**src/rtl/irq_steer_pkg.sv**
```systemverilog
package irq_steer_pkg;
  localparam int EVT_N  = 6;
  localparam int CODE_W = 3;

  // Cause code: 1 + index of the lowest-numbered set bit, 0 when none
  function automatic logic [CODE_W-1:0] cause_of(input logic [EVT_N-1:0] hits);
    logic [CODE_W-1:0] code;
    code = '0;
    for (int i = EVT_N - 1; i >= 0; i--) begin
      if (hits[i]) code = CODE_W'(i + 1);
    end
    return code;
  endfunction

  // New sticky status: set wins over write-one-to-clear
  function automatic logic [7:0] sticky_next(input logic [7:0] cur,
                                             input logic [7:0] clr,
                                             input logic [7:0] set);
    return (cur & ~clr) | set;
  endfunction
endpackage

```
**src/rtl/irq_src_bank.sv**
```systemverilog
module irq_src_bank #(
  parameter int NSRC = 8,
  parameter int NOUT = 2
) (
  input  logic            clk,
  input  logic            rst_n,
  input  logic [NSRC-1:0] src_pulse,
  input  logic            wr_stat,
  input  logic            wr_mask,
  input  logic            wr_dest,
  input  logic [7:0]      wdata,
  output logic [NSRC-1:0] status_q,
  output logic [NSRC-1:0] mask_q,
  output logic [NSRC-1:0] dest_q,
  output logic [NOUT-1:0] irq_q
);
  import irq_steer_pkg::*;

  logic [7:0]      clr_vec;
  logic [7:0]      stat_ext;
  logic [7:0]      set_ext;
  logic [7:0]      stat_nx;
  logic [NSRC-1:0] live;

  assign clr_vec  = wr_stat ? wdata : 8'h00;
  assign stat_ext = 8'(status_q);
  assign set_ext  = 8'(src_pulse);
  assign stat_nx  = sticky_next(stat_ext, clr_vec, set_ext);
  assign live     = status_q & mask_q;

  always_ff @(posedge clk or negedge rst_n) begin
    if (!rst_n) begin
      status_q <= '0;
      mask_q   <= '0;
      dest_q   <= '0;
    end else begin
      status_q <= stat_nx[NSRC-1:0];
      if (wr_mask) mask_q <= wdata[NSRC-1:0];
      if (wr_dest) dest_q <= wdata[NSRC-1:0];
    end
  end

  // One registered OR per output line
  for (genvar n = 0; n < NOUT; n++) begin : g_line
    logic [NSRC-1:0] pick;
    assign pick = (n == 0) ? ~dest_q : dest_q;
    always_ff @(posedge clk or negedge rst_n) begin
      if (!rst_n) irq_q[n] <= 1'b0;
      else        irq_q[n] <= |(live & pick);
    end
  end
endmodule

```
**src/rtl/core_irq_unit.sv**
```systemverilog
module core_irq_unit
  import irq_steer_pkg::*;
(
  input  logic              clk,
  input  logic              rst_n,
  input  logic [EVT_N-1:0]  evt,
  input  logic              dma_rx_dir,
  input  logic              dma_fifo_empty,
  input  logic              wr_mode,
  input  logic              wr_sel,
  input  logic [7:0]        wdata,
  input  logic              clr_rd,
  output logic [7:0]        mode_q,
  output logic [7:0]        sel_q,
  output logic [CODE_W-1:0] cause_q,
  output logic [EVT_N-1:0]  hits,
  output logic              line_q
);
  logic [EVT_N-1:0] enables;
  logic [EVT_N-1:0] qual;

  // event 0 enabled by select-enable bit 0, events 1..5 by mode bits 0..4
  assign enables = {mode_q[EVT_N-2:0], sel_q[0]};

  // a receive ends only once the buffer has drained
  always_comb begin
    qual    = evt;
    qual[1] = evt[1] & (~dma_rx_dir | dma_fifo_empty);
  end

  assign hits = qual & enables;

  always_ff @(posedge clk or negedge rst_n) begin
    if (!rst_n) begin
      mode_q  <= '0;
      sel_q   <= '0;
      cause_q <= '0;
      line_q  <= 1'b0;
    end else begin
      if (wr_mode) mode_q <= wdata;
      if (wr_sel)  sel_q  <= wdata;
      if (|hits)   cause_q <= cause_of(hits);
      line_q <= (|hits) | (line_q & ~clr_rd);
    end
  end
endmodule

```
**src/rtl/irq_steer_top.sv**
```systemverilog
module irq_steer_top #(
  parameter int          NSRC       = 8,
  parameter int          ADDR_W     = 16,
  parameter logic [15:0] A_STATUS   = 16'hFE0C,
  parameter logic [15:0] A_MASK     = 16'hFE0D,
  parameter logic [15:0] A_DEST     = 16'hFE0E,
  parameter logic [15:0] A_MODE     = 16'hFC02,
  parameter logic [15:0] A_SELEN    = 16'hFC04,
  parameter logic [15:0] A_CAUSE    = 16'hFC05,
  parameter logic [15:0] A_CLEAR    = 16'hFC07
) (
  input  logic              clk,
  input  logic              rst_n,
  input  logic [ADDR_W-1:0] bus_addr,
  input  logic              bus_wr,
  input  logic              bus_rd,
  input  logic [7:0]        bus_wdata,
  output logic [7:0]        bus_rdata,
  input  logic [NSRC-1:0]   src_pulse,
  input  logic [5:0]        core_evt,
  input  logic              dma_rx_dir,
  input  logic              dma_fifo_empty,
  output logic [1:0]        mcu_irq,
  output logic              core_irq
);
  import irq_steer_pkg::*;

  localparam int NOUT = 2;

  // Named internal wires, also used by the bound checker
  logic [NSRC-1:0]   status_w, mask_w, dest_w;
  logic [7:0]        mode_w, sel_w;
  logic [CODE_W-1:0] cause_w;
  logic [EVT_N-1:0]  hits_w;
  logic              clr_rd_w;
  logic              wr_stat, wr_mask, wr_dest, wr_mode, wr_sel;
  logic [7:0]        rd_mux;

  assign wr_stat  = bus_wr && (bus_addr == ADDR_W'(A_STATUS));
  assign wr_mask  = bus_wr && (bus_addr == ADDR_W'(A_MASK));
  assign wr_dest  = bus_wr && (bus_addr == ADDR_W'(A_DEST));
  assign wr_mode  = bus_wr && (bus_addr == ADDR_W'(A_MODE));
  assign wr_sel   = bus_wr && (bus_addr == ADDR_W'(A_SELEN));
  assign clr_rd_w = bus_rd && (bus_addr == ADDR_W'(A_CLEAR));

  irq_src_bank #(.NSRC(NSRC), .NOUT(NOUT)) u_bank (
    .clk      (clk),
    .rst_n    (rst_n),
    .src_pulse(src_pulse),
    .wr_stat  (wr_stat),
    .wr_mask  (wr_mask),
    .wr_dest  (wr_dest),
    .wdata    (bus_wdata),
    .status_q (status_w),
    .mask_q   (mask_w),
    .dest_q   (dest_w),
    .irq_q    (mcu_irq)
  );

  core_irq_unit u_core (
    .clk           (clk),
    .rst_n         (rst_n),
    .evt           (core_evt),
    .dma_rx_dir    (dma_rx_dir),
    .dma_fifo_empty(dma_fifo_empty),
    .wr_mode       (wr_mode),
    .wr_sel        (wr_sel),
    .wdata         (bus_wdata),
    .clr_rd        (clr_rd_w),
    .mode_q        (mode_w),
    .sel_q         (sel_w),
    .cause_q       (cause_w),
    .hits          (hits_w),
    .line_q        (core_irq)
  );

  // read mux over pre-edge register values; clear address and holes read 0
  always_comb begin
    rd_mux = 8'h00;
    if      (bus_addr == ADDR_W'(A_STATUS)) rd_mux = 8'(status_w);
    else if (bus_addr == ADDR_W'(A_MASK))   rd_mux = 8'(mask_w);
    else if (bus_addr == ADDR_W'(A_DEST))   rd_mux = 8'(dest_w);
    else if (bus_addr == ADDR_W'(A_MODE))   rd_mux = mode_w;
    else if (bus_addr == ADDR_W'(A_SELEN))  rd_mux = sel_w;
    else if (bus_addr == ADDR_W'(A_CAUSE))  rd_mux = 8'(cause_w);
  end

  always_ff @(posedge clk or negedge rst_n) begin
    if (!rst_n)      bus_rdata <= 8'h00;
    else if (bus_rd) bus_rdata <= rd_mux;
  end
endmodule

```
**config.mk**
```make
export PLATFORM = sky130hd
export DESIGN_NAME = irq_steer_top
export DESIGN_NICKNAME = d
export VERILOG_FILES = /design/src/rtl/irq_steer_pkg.sv /design/src/rtl/irq_src_bank.sv /design/src/rtl/core_irq_unit.sv /design/src/rtl/irq_steer_top.sv
export SDC_FILE = /design/constraint.sdc
export NUM_CORES = 1
export LEC_CHECK = 0
export CAP_MARGIN = 0
export CORE_MARGIN = 5
export CORE_UTILIZATION = 46
export CTS_CLUSTER_DIAMETER = 200
export DETAILED_ROUTE_END_ITERATION = 7
export GPL_TIMING_DRIVEN = 0
export PLACE_DENSITY_LB_ADDON = 0.15
export SLEW_MARGIN = 20
export SYNTH_ARGS = -nofsm -noshare
export SYNTH_HDL_FRONTEND = slang
export SYNTH_SLANG_ARGS = --single-unit
```
**constraint.sdc**
```tcl
create_clock -name clk -period 1.2 [get_ports clk]
set_input_delay 0.24 -clock clk [delete_from_list [all_inputs] [get_ports clk]]
set_output_delay 0.24 -clock clk [all_outputs]
set_load 0.05 [all_outputs]
```
# Word-level counts from Yosys, hierarchy flattened
# Cells that the tools add are included.
[word_totals] reg_bits=54 wordCells=53 inputBits=44 output_inout_bits=11
[op_classes] reduce_logical=9 n_mux=13 bitwise=14 eq_ne=7
[op_table] cell="16-bit equality test, second input constant" count=7
[op_table] cell="8-bit two-way mux" count=6
[op_table] cell="8-bit bitwise AND" count=4
[op_table] cell="3-bit two-way mux" count=7
[op_table] cell="8-bit inverter" count=2
[op_table] cell="8-bit OR reduction" count=2
[op_table] cell="8-bit OR" count=1
[op_table] cell="6-bit bitwise AND" count=1
[op_table] cell="1-bit logical AND" count=6
[op_table] cell="6-bit OR reduction" count=1
[op_table] cell="1-bit bitwise AND" count=2
[op_table] cell="1-bit inverter" count=2
[op_table] cell="1-bit OR" count=2

# Longest topological paths before layout
[logic_depth] ltp_word=10 mapped_depth=6 ltp_nobuf=5

# Modules after synthesis
# A second synthesis with hierarchy kept.
[unflattened] cells_unflattened=237 area_unflattened_um2=2772.7
[modules_own_cells] mod="irq_src_bank" cells_each=83 area_each_um2=1054.8 seq_area_each_um2=650.6 n_inst=1
[modules_own_cells] mod="irq_steer_top" cells_each=93 area_each_um2=898.4 seq_area_each_um2=200.2 n_inst=1
[modules_own_cells] mod="core_irq_unit" cells_each=61 area_each_um2=819.5 seq_area_each_um2=500.5 n_inst=1

# Least setup slack after synthesis
# Ideal clock, no wire load.
[synth_path] path_type="input to register" start="input bus_addr[7]" end="register u_bank.mask_q[0]" setup_slack_ns=-0.858 path_stages=6 path_buffers=2 t_required_ns=1.075 setup_ns=0.125 arrival_ns=1.933 cell_sequence="or4b_1 buf_6 nor4_4 and4b_1 buf_4 mux2_2"
[synth_between] elab_chain_len=2
[synth_lines] element="from (decl)" line="irq_steer_top.sv:14" text="input logic [ADDR_W-1:0] bus_addr,"
[synth_lines] element="16-bit equality test" line="irq_steer_top.sv:40" text="assign wr_mask = bus_wr && (bus_addr == ADDR_W'(A_MASK));"
[synth_lines] element="1-bit logical AND" line="irq_steer_top.sv:40"
[synth_lines] element="to (signal assigned)" line="irq_src_bank.sv:38" text="if (wr_mask) mask_q <= wdata[NSRC-1:0];"
[synth_lines] element="to (decl)" line="irq_src_bank.sv:13" text="output logic [NSRC-1:0] mask_q,"
# Every way passes these cells.
# A chain may end at the register's enable or synchronous reset.

# Worst setup path in the final report
[layout_path] start="input bus_addr[8]" end="register u_bank.mask_q[4]"
# Same word-level chain as after synthesis.

==> run_results.csv <==
group,metric,value,unit
outcome,status,"complete, but fails checks",
outcome,violations,"negative hold slack, negative setup slack",
floorplanning,initial_core_util,47.1,%
global_route,grt_use_met3,5.08,%
placement,gp_congestion,0.842,
synthesis,ys_seq_area_share,48.7,%
route,first_iter_violations,152,
synthesis,synth-async-reset-ratio,100,%
clock_network,cts_buffers,5,
route,dr_total_vias,2473,
global_route,grtUsageMet1,32.8,%
power,power_frac_comb,14.2,%
setup_path,start_kind,"input port",
sta,slew_violations,0,
sta,finalHoldViolCount,48,
setup_path,crit_start,"bus_addr[8]",
setup_path,cpMaxStageDelayCell,"or4b_4",
power,p_sw,0.877,mW
route,viasPerCell,5.79,
global_route,gr-usage-met2,38.7,%
clock_network,clock_sinks,54,
finish,drive_above_1_share,47.7,%
synthesis,yosys_most_used_dff,"dfrtp_1",
global_route,grt_usage,23.9,%
power,power_density,803,nW/µm²
clock_network,path_clk_slew,100,ps
synthesis,yosysUniqueCellTypes,43,
floorplanning,io_pins,55,
power,report.power.total,3.33,mW
sta,setup_viol,52,
placement,dpl_cell_area,3510,µm²
sta,grt_setup_unrepaired,"yes",
setup_path,path_class,"in2reg",
power,vdd_drop_max,581,µV
power,p_leak,2.02,nW
synthesis,synthesis.nets,291,
placement,place_ws,-1650,ps
sta,fin_crit,1780,ps
synthesis,ys_seq_elements,54,
placement,place_inst,376,
route,first_pass_iters,4,
global_route,top_usage_layer,"met2",
route,drc,0,
setup_path,path_cells,"buf_6 > or4b_4 > nor4_4 > and4b_1 > buf_6 > mux2_4",
clock_network,cts_buffer_depth,2,
floorplanning,fp.dieW,87.7,µm
global_route,antenna_found_initial,0,
setup_path,r2r-start,"u_core.mode_q[3]",
finish,antennaDiodeCount,0,
finish,fill_cells,426,
floorplanning,dieArea,7680,µm²
sta,hold_slack,-32.0,ps
floorplanning,rows,28,
sta,worst_slack,-576,ps
setup_path,cpMostUsedCell,"buf_6",
finish,area_growth,49.8,%
setup_path,reg2reg_to,"u_core.cause_q[0]",
clock_network,ctsHtreeMaxLevel,2,
setup_path,ff2ff_setup_slack,-200,ps
synthesis,ys_warn_count,0,
finish,finalNetCount,395,
route,ant_nets,0,
power,pwr-share-clk,30.4,%
placement,portBuffers,54,
clock_network,root_buffer,"clkbuf_8",
power,p_int,2.46,mW
synthesis,synth.avg_cell_area,11.2,µm²
sta,relSlewSlack,53.2,%
setup_path,max_stage_delay,590,ps
placement,place_hpwl,5.09,mm
clock_network,cts_tree,"built",
power,seqPwrFrac,55.4,%
sta,clock.fmax,0.563,GHz
global_route,gr-total-overflow,0,
floorplanning,die_h,87.7,µm
setup_path,cp_max_fo,8,
synthesis,synthesis.instances,247,
finish,final_area,4160,µm²
route,wire_per_inst,20.5,µm
global_route,grt_max_degree,55,
power,switching_share,26.3,%
global_route,grt_pass1_wl,13.9,mm
clock_network,clk_latency,310,ps
synthesis,synth_edf_count,0,
finish,fin_cells,427,
sta,final.setup_skew,7.62,ps
sta,worst_slew_pin_slew,703,ps
sta,finalCritPeriodShare,148,%
route,drt_wl_total,8.76,mm
global_route,grt_pass1_vias,2641,
floorplanning,coreArea,5890,µm²
run,drv_cap,0,
setup_path,path_buf_inv,2,
worst_hold_path,hold_class,"in2async",
setup_path,reg2reg_depth,4,
setup_path,cp_data_required_time,1400,ps
setup_path,end_kind,"flop",
synthesis,syn_area,2770,µm²
setup_path,crit_path_end,"u_bank.mask_q[4]",
setup_path,crit_family,"simple AND/OR/NAND/NOR gates",
setup_path,crit_cells,6,
setup_path,cp_data_arrival_time,1980,ps
-- cell type report --
class                   count  area [µm²]  area share, %
inverters                   9        33.8          0.813
well taps                  75        93.8           2.26
plain buffers               6        67.6           1.63
clock buffers               6        72.6           1.75
clock inverters             2        13.8          0.331
multi-input cells         177        1690           40.6
flip-flops and latches     54        1350           32.5
repair buffers             98         837           20.1
-- metal layers --
metal / vias up / wire length (µm)
li1: 1125 / -
met1: 1239 / 3750
met2: 90 / 4310
met3: 19 / 527
met4: 0 / 172
met5: - / 0
-- worst reg2reg max path: stages (launching register included) --
cell and delay [ps]:
dfrtp_1 460, nand2_1 90, nand2_1 120, a211oi_4 290, mux2_4 340
-- worst min-delay path by stage --
stage | slack (ps) | startpoint | endpoint | cells after the start
floorplan | -60 | rst_n | bus_rdata[0] | 0
global placement | 490 | u_core.sel_q[1] | u_core.sel_q[1] | 1
detailed placement | 330 | rst_n | bus_rdata[2] | 1
CTS | 4 | rst_n | u_core.cause_q[2] | 1
global route | 20 | rst_n | u_core.cause_q[2] | 1
finish | -30 | rst_n | u_core.line_q | 1
-- flip-flops by register name (all words and copies together), names as in the netlist --
name	count
bus_rdata	8
u_bank.status_q	8
u_bank.mask_q	8
u_core.sel_q	8
u_core.line_q	1
u_core.cause_q	3
u_bank.dest_q	8
u_core.mode_q	8
u_bank.irq_q	2
-- synthesized netlist by cell type (2+ instances only) --
master | n | area (µm²)
a211oi_1 | 2 | 15.0
a21o_1 | 8 | 60.1
a21oi_1 | 6 | 30.0
a221oi_1 | 10 | 87.6
a22oi_1 | 4 | 30.0
a31oi_1 | 4 | 25.0
and2_1 | 2 | 12.5
and3_1 | 6 | 37.5
buf_4 | 2 | 15.0
clkbuf_1 | 4 | 15.0
dfrtp_1 | 54 | 1350
inv_1 | 9 | 33.8
mux2_2 | 36 | 405
mux2i_1 | 2 | 20.0
nand2_1 | 31 | 116
nand2b_1 | 8 | 50.1
nand3_1 | 4 | 20.0
nand3b_1 | 2 | 15.0
nand4b_1 | 3 | 26.3
nor2_1 | 7 | 26.3
nor2b_1 | 7 | 43.8
nor3_2 | 2 | 20.0
nor4_1 | 5 | 31.3
nor4_4 | 2 | 42.5
o211ai_1 | 2 | 15.0
o21ai_0 | 2 | 10.0
o22ai_1 | 6 | 37.5
or4_1 | 2 | 15.0
-- placed cells by master, fill, tap and decap left out, drive strengths merged, types with 3 or more instances in the layout --
master,synthesis,final
a22oi,4,4
and3,6,6
mux2,36,36
or4,3,3
nor3,4,4
dfrtp,54,54
nand3,4,4
nor4,8,8
clkbuf,4,19
inv,9,9
nor2b,7,7
nand2,32,32
nor2,7,7
o22ai,6,6
buf,3,62
nand4b,4,4
clkdlybuf4s50,0,23
a221oi,10,10
a21o,8,8
dlygate4sd2,0,4
nand2b,8,8
a21oi,6,6
a31oi,4,4
-- kinds of logic after synthesis --
kind of cell,count (synthesis),synth area share (%)
AO/OA/AOI/OAI,46,12.0
buffers and inverters,16,2.71
flip-flops,54,48.7
multiplexers,38,15.3
AND/OR/NAND/NOR,93,21.3
-- power groups by stage --
stage                     Clock, mW  Sequential, mW  Combinational (mW)
after floorplan                   0            1.94               0.108
final                          1.01            1.85               0.474
after detailed placement          0            1.88               0.437
after global routing           1.11            1.85               0.505
after global placement            0            1.88               0.435
after CTS                      1.03            1.85               0.448
-- per-stage QoR --
stage / hold slack, ps / TNS (ps) / utilization [%]
final: -32.0 / -21140 / 70.6
after global routing: 18.3 / -23580 / 70.6
after CTS: 3.61 / -18590 / 68.0
after detailed placement: 335 / -73970 / 59.6
after global placement: 488 / -170710 / 59.6
after floorplan: -55.6 / -29700 / -
-- timing repair --
action / CTS / global route
gates resized for setup: 157 / 44
pin swaps: 22 / 25
hold buffers: 0 / 0
setup endpoints to repair: 62 / 60
buffers inserted: 39 / 9
hold endpoints to repair: 0 / 0
No activity file was read; power rests on OpenSTA's default activity.
